`src/rtl/brconf_table.sv`:
```
module brconf_table #(
  parameter int PC_W   = 32,
  parameter int HIST_W = 12,
  parameter int IDX_W  = 6,
  parameter int CNT_W  = 4
) (
  input  logic              clk,
  input  logic              rst_n,
  input  logic [PC_W-1:0]   lk_pc,
  input  logic [HIST_W-1:0] lk_hist,
  input  logic [CNT_W-1:0]  lk_thresh,
  output logic [CNT_W-1:0]  lk_count,
  output logic              lk_high,
  input  logic              upd_valid,
  input  logic [PC_W-1:0]   upd_pc,
  input  logic [HIST_W-1:0] upd_hist,
  input  logic              upd_correct
);
  localparam int XW    = (PC_W > HIST_W) ? PC_W : HIST_W;
  localparam int DEPTH = 1 << IDX_W;
  localparam logic [CNT_W-1:0] CNT_MAX = {CNT_W{1'b1}};

  logic [DEPTH-1:0][CNT_W-1:0] cnt_q;
  logic [XW-1:0]    lk_x, upd_x;
  logic [IDX_W-1:0] lk_idx, upd_idx;
  logic [CNT_W-1:0] upd_cur, upd_next;
  logic             unused_hi_bits;

  assign lk_x    = XW'(lk_pc) ^ XW'(lk_hist);
  assign upd_x   = XW'(upd_pc) ^ XW'(upd_hist);
  assign lk_idx  = lk_x[IDX_W-1:0];
  assign upd_idx = upd_x[IDX_W-1:0];
  assign unused_hi_bits = ^{lk_x, upd_x};

  assign lk_count = cnt_q[lk_idx];
  assign lk_high  = lk_count > lk_thresh;

  assign upd_cur  = cnt_q[upd_idx];
  assign upd_next = !upd_correct      ? '0 :
                    (upd_cur == CNT_MAX) ? upd_cur : upd_cur + 1'b1;

  always_ff @(posedge clk or negedge rst_n) begin
    if (!rst_n)         cnt_q <= '0;
    else if (upd_valid) cnt_q[upd_idx] <= upd_next;
  end
endmodule


```
`config.mk`:
```
export PLATFORM = sky130hd
export DESIGN_NAME = brconf_table
export DESIGN_NICKNAME = d
export VERILOG_FILES = /design/src/rtl/brconf_table.sv
export SDC_FILE = /design/constraint.sdc
export NUM_CORES = 1
export LEC_CHECK = 0
export ABC_CLOCK_PERIOD_IN_PS = 8700
export BUFFER_PORTS_ARGS = -buffer_cell sky130_fd_sc_hd__buf_2
export CELL_PAD_IN_SITES_DETAIL_PLACEMENT = 1
export CELL_PAD_IN_SITES_GLOBAL_PLACEMENT = 2
export CORE_ASPECT_RATIO = 1.25
export CORE_UTILIZATION = 40
export CTS_CLUSTER_SIZE = 20
export DETAILED_ROUTE_END_ITERATION = 10
export PLACE_DENSITY = 0.87
export SKIP_CTS_REPAIR_TIMING = 1
export SYNTH_ARGS = -nofsm -noshare
export SYNTH_HDL_FRONTEND = slang
export SYNTH_SLANG_ARGS = --single-unit
```
`constraint.sdc`:
```
create_clock -name clk -period 8.7 [get_ports clk]
set_input_delay 1.74 -clock clk [delete_from_list [all_inputs] [get_ports clk]]
set_output_delay 1.74 -clock clk [all_outputs]
set_load 0.01 [all_outputs]
```
# Word level (Yosys, flattened, before mapping)
# Cells that the tools add are included.
[word_totals]
reg_bits = 256
inputBits = 96
[op_classes]
eq_ne = 1
n_mux = 9
bitwise_logic = 2
addsub = 1
n_reduce_logical = 1
n_lt_le_gt_ge = 4
[ops]
columns = ["op", "count"]
rows = [
  ["256-bit bitwise mux", 1],
  ["4-bit binary-select mux with 6-bit select", 2],
  ["4-bit demux with 6-bit select", 1],
  ["4-bit two-way mux", 5],
  ["6-bit by 7-bit < comparator with 1-bit output, second input constant", 2],
  ["6-bit XOR", 2],
  ["6-bit by 1-bit greater-or-equal comparator with 1-bit output, second input constant", 1],
  ["4-bit by 1-bit adder with 4-bit output, second input constant", 1],
  ["4-bit == test, second input constant", 1],
  ["4-bit > comparator", 1],
  ["1-bit logical AND", 1],
]

# Logic depth before layout (Yosys ltp)
# Gate-level depths: netlist of the first run.
[logic_depth]
ltp_word = 7
ltp_mapped = 16

# Worst setup path before layout of the first run
# Ideal clock, no wire load.
[synth_path]
path_type = "input -> output"
startpoint = "input lk_hist[1]"
endpoint = "output lk_high"
cell_stages = 12
required_ns = 6.960
path_buffers = 2
arrival_time_ns = 5.445
slack_ns = 1.515
cell_sequence = "xor2_1 buf_2 clkbuf_1 mux4_2 mux4_2 mux4_2 ha_1 nor2b_1 o21ai_0 nand2b_1 a21oi_1 a41oi_1"
[synth_between]
elab_chain_len = 4
[synth_rtl]
columns = ["element", "line", "text"]
rows = [
  ["start: declaration", "10", "input logic [HIST_W-1:0] lk_hist,"],
  ["6-bit XOR", "29", "assign lk_x = XW'(lk_pc) ^ XW'(lk_hist);"],
  ["4-bit binary-select mux with 6-bit select", "35", "assign lk_count = cnt_q[lk_idx];"],
  ["4-bit two-way mux (not written as such)", "35", ""],
  ["named net lk_count[1]", "12", "output logic [CNT_W-1:0] lk_count,"],
  ["4-bit > comparator", "36", "assign lk_high = lk_count > lk_thresh;"],
  ["end: declaration", "13", "output logic lk_high,"],
]
# The timed path passes the listed nets, and every way through them passes these cells. The select of a mux whose other input is x is not followed.

# Worst setup path in the final report of the first run
[layout_path]
startpoint = "input lk_hist[0]"
endpoint = "output lk_high"
[layout_between]
elab_chain_len = 4
[layout_rtl]
columns = ["element", "line"]
rows = [
  ["6-bit XOR", "29"],
  ["4-bit binary-select mux with 6-bit select", "35"],
  ["4-bit two-way mux (not written as such)", "35"],
  ["4-bit > comparator", "36"],
]
# No other way between the ends. The select of a mux whose other input is x is not followed.

==> results of run 1 <==
## cells in the final DEF, fill, tap and decap left out, types with 18 or more instances in the layout
cell type	count
buf_2	35
dfrtp_1	256
o21ai_1	25
nand2_1	409
mux4_2	91
nand3_1	82
o22ai_1	30
o21ai_0	261
nor2_1	42
buf_4	32
clkbuf_16	27
a31oi_1	18
## layout make-up
| cell class | instances | area [um2] |
|---|---|---|
| Tap cell | 468 | 586 |
| Timing Repair Buffer | 73 | 531 |
| Clock inverter | 18 | 176 |
| Antenna cell | 1 | 2.50 |
| Sequential cell | 256 | 6410 |
| Multi-Input combinational cell | 1098 | 7250 |
| Fill cell | 3921 | 18700 |
| Clock buffer | 32 | 714 |
| Inverter | 4 | 15.0 |
## per-layer routing
layer  up-vias  GRT usage  routed length (um)  part of all wire
met5         -          0                  13           0.00024
met3       165     0.0517                4040             0.076
met1      6267      0.388               20600              0.39
met2       549      0.508               25500              0.48
li1       5282          -                   -                 -
met4         2      0.159                3070             0.058
## metrics by stage
stage / utilization / total power, mW / std cells / instance area [um2]
floorplan: - / 2.24 / 1454 / 14000
global placement: 0.429 / 2.64 / 1899 / 14800
detailed placement: 0.429 / 2.69 / 1899 / 14800
CTS: 0.455 / 3.88 / 1949 / 15700
global route: 0.455 / 4.04 / 1949 / 15700
finish: 0.455 / 3.88 / 1950 / 15700
## power groups by stage
stage          logic [mW]  clock network [mW]  registers, mW
2_1_floorplan       0.685                   0           1.56
3_3_place_gp        0.993                   0           1.64
3_5_place_dp         1.03                   0           1.66
4_1_cts              1.04                1.20           1.64
5_1_grt              1.13                1.24           1.67
6_report             1.04                1.19           1.64
## worst max-delay path, stage by stage
cell and delay, ps:
buf_2 130, xor2_4 180, buf_12 420, mux4_2 640, mux4_2 530, mux4_2 520
ha_1 310, nor2b_1 130, o21ai_0 160, nand2b_1 80, a21oi_1 140, a41oi_1 60
buf_2 160
## cell families after synthesis
| kind of cell | synth area share |
|---|---|
| AND/OR/NAND/NOR | 0.161 |
| AO/OA/AOI/OAI | 0.165 |
| flip-flops | 0.458 |
| multiplexers | 0.165 |
| buffers and inverters | 0.0335 |
| XOR/XNOR | 0.0131 |
| adder cells (fa/ha/maj) | 0.00447 |
## final timing paths
path                              end  depth (start not counted)  slack [ps]
hold reg to reg             cnt_q[94]                          2         510
setup reg to reg           cnt_q[216]                         11        4800
max in group asynchronous   cnt_q[43]                          2        6080
setup / recovery              lk_high                         13        1660
min in group asynchronous  cnt_q[184]                          1        1140
hold / removal              cnt_q[94]                          2         510
==> summary.md, run 1 <==
| Metric | Value |
|---|---|
| Status | finished, final reports clean |
| Worst-margin pin slew | 1210 ps |
| Post-Route Skew | 26.0 ps |
| Clk Latency, worst-skew pair | 570 ps |
| Final hold vios | 0 |
| RSZ-0062 raised after global routing | no |
| Post-DP HPWL | 35000 um |
| Syn Inst Count | 1454 |
| RePlAce Congestion | 0.904 |
| Crit Path Category | input port to output port |
| Starting Density | 0.407 |
| Initial antenna violation count | 2 |
| Die height | 211 um |
| Gate power share | 0.269 |
| Final setup TNS | 0 ps |
| CTS buffer count | 27 |
| Pre-CTS setup slack | 1710 ps |
| Post-synth net total | 1555 |
| Largest register FFs | 256 |
| Die ar. | 35800 um2 |
| Seq cells post-synth | 256 |
| Yosys top cell area share | 0.458 |
| RR Startpoint | cnt_q[16] |
| Worst hold slack | 506 ps |
| Relative slew slack | 0.196 |
| Core footprint | 34400 um2 |
| Clock Power Share | 0.307 |
| CTS Sinks | 256 |
| Power Density | 247 nW/um2 |
| Max cap viols | 0 |
| Reg power frac | 0.423 |
| Top Registers | cnt_q x256 |
| Slew Limit Fails | 0 |
| Net Sw Frac | 0.357 |
| Prevailing post-synth register cell | dfrtp_1 |
| Top reg by flops | cnt_q |
| Ys Warns | 0 |
| Startpoint types | input port |
| Critical Path AT | 5300 ps |
| DRC | 0 |
| Area Overhead vs Synth | 12.0% |
| Clock Pin Slew Worst Setup and Hold Paths | 60 ps |
| Period utilization | 0.810 |
| HP Start | cnt_q[94] |
| First-pass GRT wire length | 81400 um |
| Internal | 2.50 mW |
| Peak supply drop | 0.129 mV |
| Top Ports | 101 |
| Vias in the first global route | 12.8k |
| Post-layout min period | 7040 ps |
| Site Rows | 76 |
| Via count | 12.3k |
| Max Clock Freq | 142 MHz |
| Register area share after synthesis | 0.458 |
| Crit path from | lk_hist[0] |
| Via density per instance | 6.29 |
| Htree depth | 1 |
| Async set-reset flop share out of synthesis | 1.00 |
| Synth unique cells | 58 |
| Crit. End Element | output port |
| Layout cells sized above 1 | 0.165 |
| Port Buffers | 36 |
| Largest net degree at the start of global routing | 177 |
| Netlist area before placement | 14000 um2 |
| TritonCTS clock tree | yes |
| Clock buffer depth | 3 |
| Die X | 169 um |
| Post-route antenna net violation count | 0 |
| Synth top cells by count | nand2_1 (409), o21ai_0 (261), dfrtp_1 (256) |
| Leak | 6.39 nW |
| Max FO, Critical Path | 64 |
| Number of synthesized flops with an enable pin | 0 |
| Worst setup margin | 1660 ps |
| Global route overflow | 0 |
| Most common cell in the synthesized netlist | nand2_1 |
| Hold Path Class | flop to flop |
| Worst Path Required | 6960 ps |
| Synth area leader | dfrtp_1 |
| Syn avg cell area | 9.63 um2 |
| Clk root buf | clkbuf_16 |
| DRT iter0 DRCs | 1102 |
| Total GRT Usage | 0.307 |
| Drt wl/cell | 27.3 um |
| Nets@finish | 1561 |
| Final WL | 53200 um |
| Net Switching | 1.39 mW |
| Top cells by area, synth | dfrtp_1 (46%), mux4_2 (15%), nand2_1 (11%) |
| First-pass detailed-route iteration total | 5 |
| Final setup fails | 0 |
Note: power is estimated with default switching activity, not from simulation.
==> run 2, diff against run 1 <==
ABC_CLOCK_PERIOD_IN_PS = 7300   (was 8700)
CORE_UTILIZATION = 39   (was 40)
PLACE_DENSITY = 0.85   (was 0.87)
clock period = 7.3 ns   (was 8.7 ns; I/O delays follow)
==> run 2 against run 1 <==
Highest routed layer unchanged. Global-route usage down 0.75 points. Total power increased by 19%. Sequential cell count is the same. Final area grew 0.38%. Setup slack lost 700 ps.
==> summary.md, run 2 (synthesis results as in run 1) <==
| Metric | Value |
|---|---|
| Crit Path Category | input port to output port (unchanged) |
| First-pass detailed-route iteration total | 5 (unchanged) |
| Via count | 12.3k (about the same) |
| Final setup fails | 0 (unchanged) |
| Power Density | 293 nW/um2 (was 247 nW/um2) |
| Final setup TNS | 0 ps (unchanged) |
| Layout cells sized above 1 | 0.169 (was 0.165) |
| Largest net degree at the start of global routing | 131 (was 177) |
| Internal | 2.98 mW (was 2.50 mW) |
| Global routing's busiest layer | met2 (unchanged) |
| Clock Power Share | 0.302 (was 0.307) |
| Top reg by flops | cnt_q (unchanged) |
| Critical Path AT | 4880 ps (was 5300 ps) |
| Vias in the first global route | 12.7k (was 12.8k) |
| CP peak stage delay | 620 ps (was 640 ps) |
| Worst Path Required | 5840 ps (was 6960 ps) |
| Clock Pin Slew Worst Setup and Hold Paths | 60 ps (about the same) |
| Site Rows | 77 (was 76) |
| Nets@finish | 1570 (was 1561) |
| Die ar. | 36700 um2 (was 35800 um2) |
| Final WL | 52900 um (was 53200 um) |
| DRC | 0 (unchanged) |
| Cell Area, Placed | 14900 um2 (was 14800 um2) |
| Worst-margin pin slew | 1010 ps (was 1210 ps) |
| Post-Route Skew | 19.2 ps (was 26.0 ps) |
| Hold Path Class | flop to flop (unchanged) |
| Post-layout min period | 6340 ps |
| Port Buffers | 36 (unchanged) |
| Starting Density | 0.396 (was 0.407) |
| Met3 Use GR | 0.0456 (was 0.0517) |
| Crit. End Element | output port (unchanged) |
| Initial antenna violation count | 2 (unchanged) |
| Relative slew slack | 0.328 (was 0.196) |
| First-pass GRT wire length | 81100 um (was 81400 um) |
| Post-DP HPWL | 36000 um (was 35000 um) |
| Peak supply drop | 0.173 mV (was 0.129 mV) |
| RePlAce Congestion | 0.908 (was 0.904) |
| Reg power frac | 0.426 (was 0.423) |
| DRT iter0 DRCs | 1141 (was 1102) |
| Total GRT Usage | 0.300 (was 0.307) |
| Cells along the critical path | buf_2, xor2_4, buf_12, mux4_2, mux4_2, mux4_2, ha_1, nor2b_1, o21ai_0, nand2b_1, a21oi_1, a41oi_1, buf_2 (unchanged) |
| TritonCTS clock tree | yes (unchanged) |
| Startpoint types | input port (unchanged) |
| Net Sw Frac | 0.355 (was 0.357) |
| Max cap viols | 0 (unchanged) |
| Commonest non-fill, non-tap cells in the layout | nand2_1 (409), o21ai_0 (261), dfrtp_1 (256) (unchanged) |
| RSZ-0062 raised after global routing | no (unchanged) |
| Slew Limit Fails | 0 (unchanged) |
| CTS Sinks | 256 (unchanged) |
| Global route overflow | 0 (unchanged) |
| Top Registers | cnt_q x256 (unchanged) |
| Status | finished, final reports clean (unchanged) |
| Leak | 6.42 nW (was 6.39 nW) |
| Met2 Resource Use GR | 0.486 (was 0.508) |
| Crit path top cell by count | mux4_2 (unchanged) |
| Clock buffer depth | 3 (unchanged) |
| Layout fillers | 4008 (was 3921) |
| Core footprint | 35400 um2 (was 34400 um2) |
| CTS buffer count | 27 (unchanged) |
| Clk root buf | clkbuf_16 (unchanged) |
| Finished Cell Area | 15700 um2 (about the same) |
| Period utilization | 0.869 |
| Clk Latency, worst-skew pair | 570 ps (about the same) |
| Post-route antenna net violation count | 0 (unchanged) |
| Non-filler cells, final | 1962 (was 1950) |
| Met1 Track Usage GR | 0.386 (was 0.388) |
| Gate power share | 0.272 (was 0.269) |
| Largest register FFs | 256 (unchanged) |
| Top Ports | 101 (unchanged) |
| Placed Instances | 1914 (was 1899) |
| Htree depth | 1 (unchanged) |
| Max Clock Freq | 158 MHz |
| Net Switching | 1.64 mW (was 1.39 mW) |
| Die X | 171 um (was 169 um) |
| Ant diodes | 0 (was 1) |
| Final hold vios | 0 (unchanged) |
| Area Overhead vs Synth | 12.4% (was 12.0%) |
| Most common cell after layout, fill and taps aside | nand2_1 (unchanged) |
| Drt wl/cell | 26.9 um (was 27.3 um) |
| Die height | 214 um (was 211 um) |
| CP max stage cell | mux4_2 (unchanged) |
| Max FO, Critical Path | 52 (was 64) |
| Via density per instance | 6.29 (about the same) |
## run 2: cell types whose count changed in the layout (fill, tap and decap cells not counted), sizes merged
cell      previous run  this run
diode                1         0
clkinvlp             3         2
buf                 73        82
inv                  5         4
clkinv              11         8
bufinv               3         2
clkbuf              32        36
## run 2: power groups by stage
stage                     combinational (mW)  clock [mW]  sequential [mW]
after floorplan                        0.816           0             1.86
after global placement                  1.20           0             1.97
after detailed placement                1.24           0             1.99
after CTS                               1.24        1.41             1.96
after global routing                    1.35        1.46             2.00
final                                   1.25        1.39             1.97
## run 2: critical path: cells and delay by family
| kind | cells | cell delay (ps) |
|---|---|---|
| compound gates | 3 | 330 |
| xor+xnor | 1 | 180 |
| fa+ha+maj | 1 | 310 |
| buf+inv | 3 | 630 |
| mux | 3 | 1680 |
| simple gates | 2 | 200 |
## run 2: metrics by stage
stage	power [mW]	hold slack (ps)	utilization	setup slack, ps
finish	4.61	505	0.445	958
global route	4.81	529	0.445	723
global placement	3.17	481	0.420	940
CTS	4.61	505	0.445	951
floorplan	2.67	458	-	675
detailed placement	3.22	492	0.420	948
## run 2: area by class of cell
type,count,area [um2],area share
Clock buffer,36,759,0.0483
Clock inverter,12,115,0.00731
Inverter,4,15.0,0.000954
Multi-Input combinational cell,1098,7250,0.461
Sequential cell,256,6410,0.407
Tap cell,474,593,0.0377
Timing Repair Buffer,82,598,0.0380
## run 2: path summary, 6_finish.rpt
kind / start / to / slack, ps / cells past startpoint
max in group asynchronous: rst_n / cnt_q[239] / 5030 / 2
min: cnt_q[169] / cnt_q[169] / 510 / 2
max reg2reg: cnt_q[16] / cnt_q[17] / 3710 / 11
min in group asynchronous: rst_n / cnt_q[179] / 980 / 1
min reg2reg: cnt_q[169] / cnt_q[169] / 510 / 2
max: lk_hist[0] / lk_high / 960 / 13
## run 2: layer usage
metal | part of all wire | up-vias
li1 | - | 5300
met1 | 0.39 | 6311
met2 | 0.48 | 565
met3 | 0.070 | 161
met4 | 0.058 | 2
met5 | 0.00025 | -
==> run 3, diff against run 2 <==
RECOVER_POWER = 25   (was not set)
==> run 3 against run 2 <==
Maximum frequency barely moved. Worst hold slack did not move. Critical endpoint unchanged. Non-clock buffer count did not move. Critical path depth did not move. Largest cell class unchanged. Sequential share of layout area barely moved. Clock skew barely moved. Critical path type unchanged. The run now ends with capacitance limit, slew limit left. Cell count barely moved.
==> summary.md, run 3 (synthesis results as in run 1) <==
| Metric | Value |
|---|---|
| Final setup TNS | 0 ps (unchanged) |
| Via count | 12.3k (about the same) |
| Worst Path Required | 5840 ps (about the same) |
| CP peak stage delay | 620 ps (about the same) |
| TritonCTS clock tree | yes (unchanged) |
| CTS Sinks | 256 (unchanged) |
| DRT iter0 DRCs | 1141 (unchanged) |
| Worst-margin pin slew | 3280 ps (was 1010 ps) |
| Max FO, Critical Path | 52 (unchanged) |
| Post-Route Utilization | 0.445 (about the same) |
| Total GRT Usage | 0.300 (unchanged) |
| Critical Path AT | 4880 ps (about the same) |
| Crit Path Category | input port to output port (unchanged) |
| Worst hold slack | 505 ps (unchanged) |
| Net Switching | 1.64 mW (about the same) |
| Clk Latency, worst-skew pair | 570 ps (about the same) |
| Site Rows | 77 (unchanged) |
| Final hold vios | 0 (unchanged) |
| Drt wl/cell | 26.9 um (about the same) |
| Core footprint | 35400 um2 (unchanged) |
| Internal | 2.98 mW (about the same) |
| Status | finished, violations left (was finished, final reports clean) |
| CP max stage cell | mux4_2 (unchanged) |
| Reg2reg setup slack | 3720 ps (was 3710 ps) |
| Startpoint types | input port (unchanged) |
| Top reg by flops | cnt_q (unchanged) |
| Period utilization | 0.868 (was 0.869) |
| Crit path buffers/inverters | 3 (unchanged) |
| Cell Area, Placed | 14900 um2 (unchanged) |
| Power Density | 293 nW/um2 (about the same) |
| Crit. End Element | output port (unchanged) |
| Max cap viols | 1 (was 0) |
| First-pass detailed-route iteration total | 5 (unchanged) |
| Clk root buf | clkbuf_16 (unchanged) |
| Hold Path Class | flop to flop (unchanged) |
| Cells along the critical path | buf_2, xor2_4, buf_12, mux4_2, mux4_2, mux4_2, ha_1, nor2b_1, o21ai_0, nand2b_1, a21oi_1, a41oi_1, buf_2 (unchanged) |
| RePlAce Congestion | 0.908 (unchanged) |
| Gate power share | 0.272 (about the same) |
| Initial antenna violation count | 2 (unchanged) |
| Global route overflow | 0 (unchanged) |
| Cell family with most CP delay | multiplexers (unchanged) |
| Clock Pin Slew Worst Setup and Hold Paths | 60 ps (about the same) |
| Largest net degree at the start of global routing | 131 (unchanged) |
| First-pass GRT wire length | 81100 um (unchanged) |
| Port Buffers | 36 (unchanged) |
| Storage cell area | 6410 um2 (unchanged) |
| Die height | 214 um (unchanged) |
| Htree depth | 1 (unchanged) |
| Nets@finish | 1570 (unchanged) |
| Reg power frac | 0.426 (about the same) |
| Commonest non-fill, non-tap cells in the layout | nand2_1 (409), o21ai_0 (261), dfrtp_1 (256) (unchanged) |
| Die X | 171 um (unchanged) |
| Post-DP HPWL | 36000 um (unchanged) |
| Post-Route Skew | 19.1 ps (was 19.2 ps) |
| Clock Power Share | 0.302 (about the same) |
| Area Overhead vs Synth | 12.4% (about the same) |
| Area of the multi-input gates | 7250 um2 (unchanged) |
| Layout fillers | 4008 (unchanged) |
| Die ar. | 36700 um2 (unchanged) |
| Top Ports | 101 (unchanged) |
| Final setup fails | 0 (unchanged) |
| Crit path top cell by count | mux4_2 (unchanged) |
| Largest register FFs | 256 (unchanged) |
| Failing checks | capacitance limit, slew limit |
| Post-layout min period | 6340 ps (about the same) |
| Leak | 6.42 nW (about the same) |
| Max Clock Freq | 158 MHz (about the same) |
| Slew Limit Fails | 127 (was 0) |
| Most common cell after layout, fill and taps aside | nand2_1 (unchanged) |
| Relative slew slack | -1.19 (was 0.328) |
| RSZ-0062 raised after global routing | no (unchanged) |
| Layout cells sized above 1 | 0.169 (unchanged) |
| Top Registers | cnt_q x256 (unchanged) |
| Starting Density | 0.396 (unchanged) |
| Net Sw Frac | 0.355 (about the same) |
| Peak supply drop | 0.173 mV (about the same) |
| Finished Cell Area | 15700 um2 (about the same) |
| DRC | 0 (unchanged) |
| Final WL | 52800 um (was 52900 um) |
| Clock buffer depth | 3 (unchanged) |
| Vias in the first global route | 12.7k (unchanged) |
| CTS buffer count | 27 (unchanged) |
| Via density per instance | 6.27 (was 6.29) |
| Total power | 4.61 mW (about the same) |
| Post-route antenna net violation count | 0 (unchanged) |
==> run 3: changes by cell type in the layout (fill, tap and decap cells not counted) <==
cell / change
diode_2: +1
buf_8: -1
clkbuf_2: +1
==> run 3: tightest hold or removal path, cell delays in order, from the launching register on <==
cell and delay (ps):
dfrtp_1 360, nand2_1 50, o21ai_1 60
==> run 3: power by group through the flow <==
stage	combinational (mW)	sequential [mW]	clock (mW)
6_report	1.25	1.97	1.39
5_1_grt	1.35	2.00	1.46
4_1_cts	1.24	1.96	1.41
3_5_place_dp	1.24	1.99	0
3_3_place_gp	1.20	1.97	0
2_1_floorplan	0.816	1.86	0
==> run 3: worst paths after layout <==
kind	start	to	cells past startpoint
setup / recovery	lk_hist[0]	lk_high	13
hold / removal	cnt_q[169]	cnt_q[169]	2
setup reg to reg	cnt_q[16]	cnt_q[17]	11
hold reg to reg	cnt_q[169]	cnt_q[169]	2
max in group asynchronous	rst_n	cnt_q[243]	1
min in group asynchronous	rst_n	cnt_q[179]	1
==> run 3: area by class of cell <==
cell class              instances  share of cell area
flip-flops and latches        256               0.407
multi-input cells            1098               0.461
repair buffers                 82              0.0374
well taps                     474              0.0377
clock buffers                  36              0.0483
diodes                          1            0.000159
inverters                       4            0.000955
clock inverters                12             0.00732
==> run 3: metal layers <==
layer | track usage | vias up | share of wire | wire length (um)
met1 | 0.386 | 6291 | 0.39 | 20900
met3 | 0.0456 | 160 | 0.070 | 3710
met5 | 0 | - | 0.00025 | 13
met4 | 0.163 | 2 | 0.058 | 3080
met2 | 0.486 | 558 | 0.48 | 25200
li1 | - | 5300 | - | -
==> run 3: stage by stage <==
stage	cells	worst slack (ps)
final	1963	960
after global routing	1962	723
after CTS	1962	951
after detailed placement	1914	948
after global placement	1914	940
after floorplan	1454	675
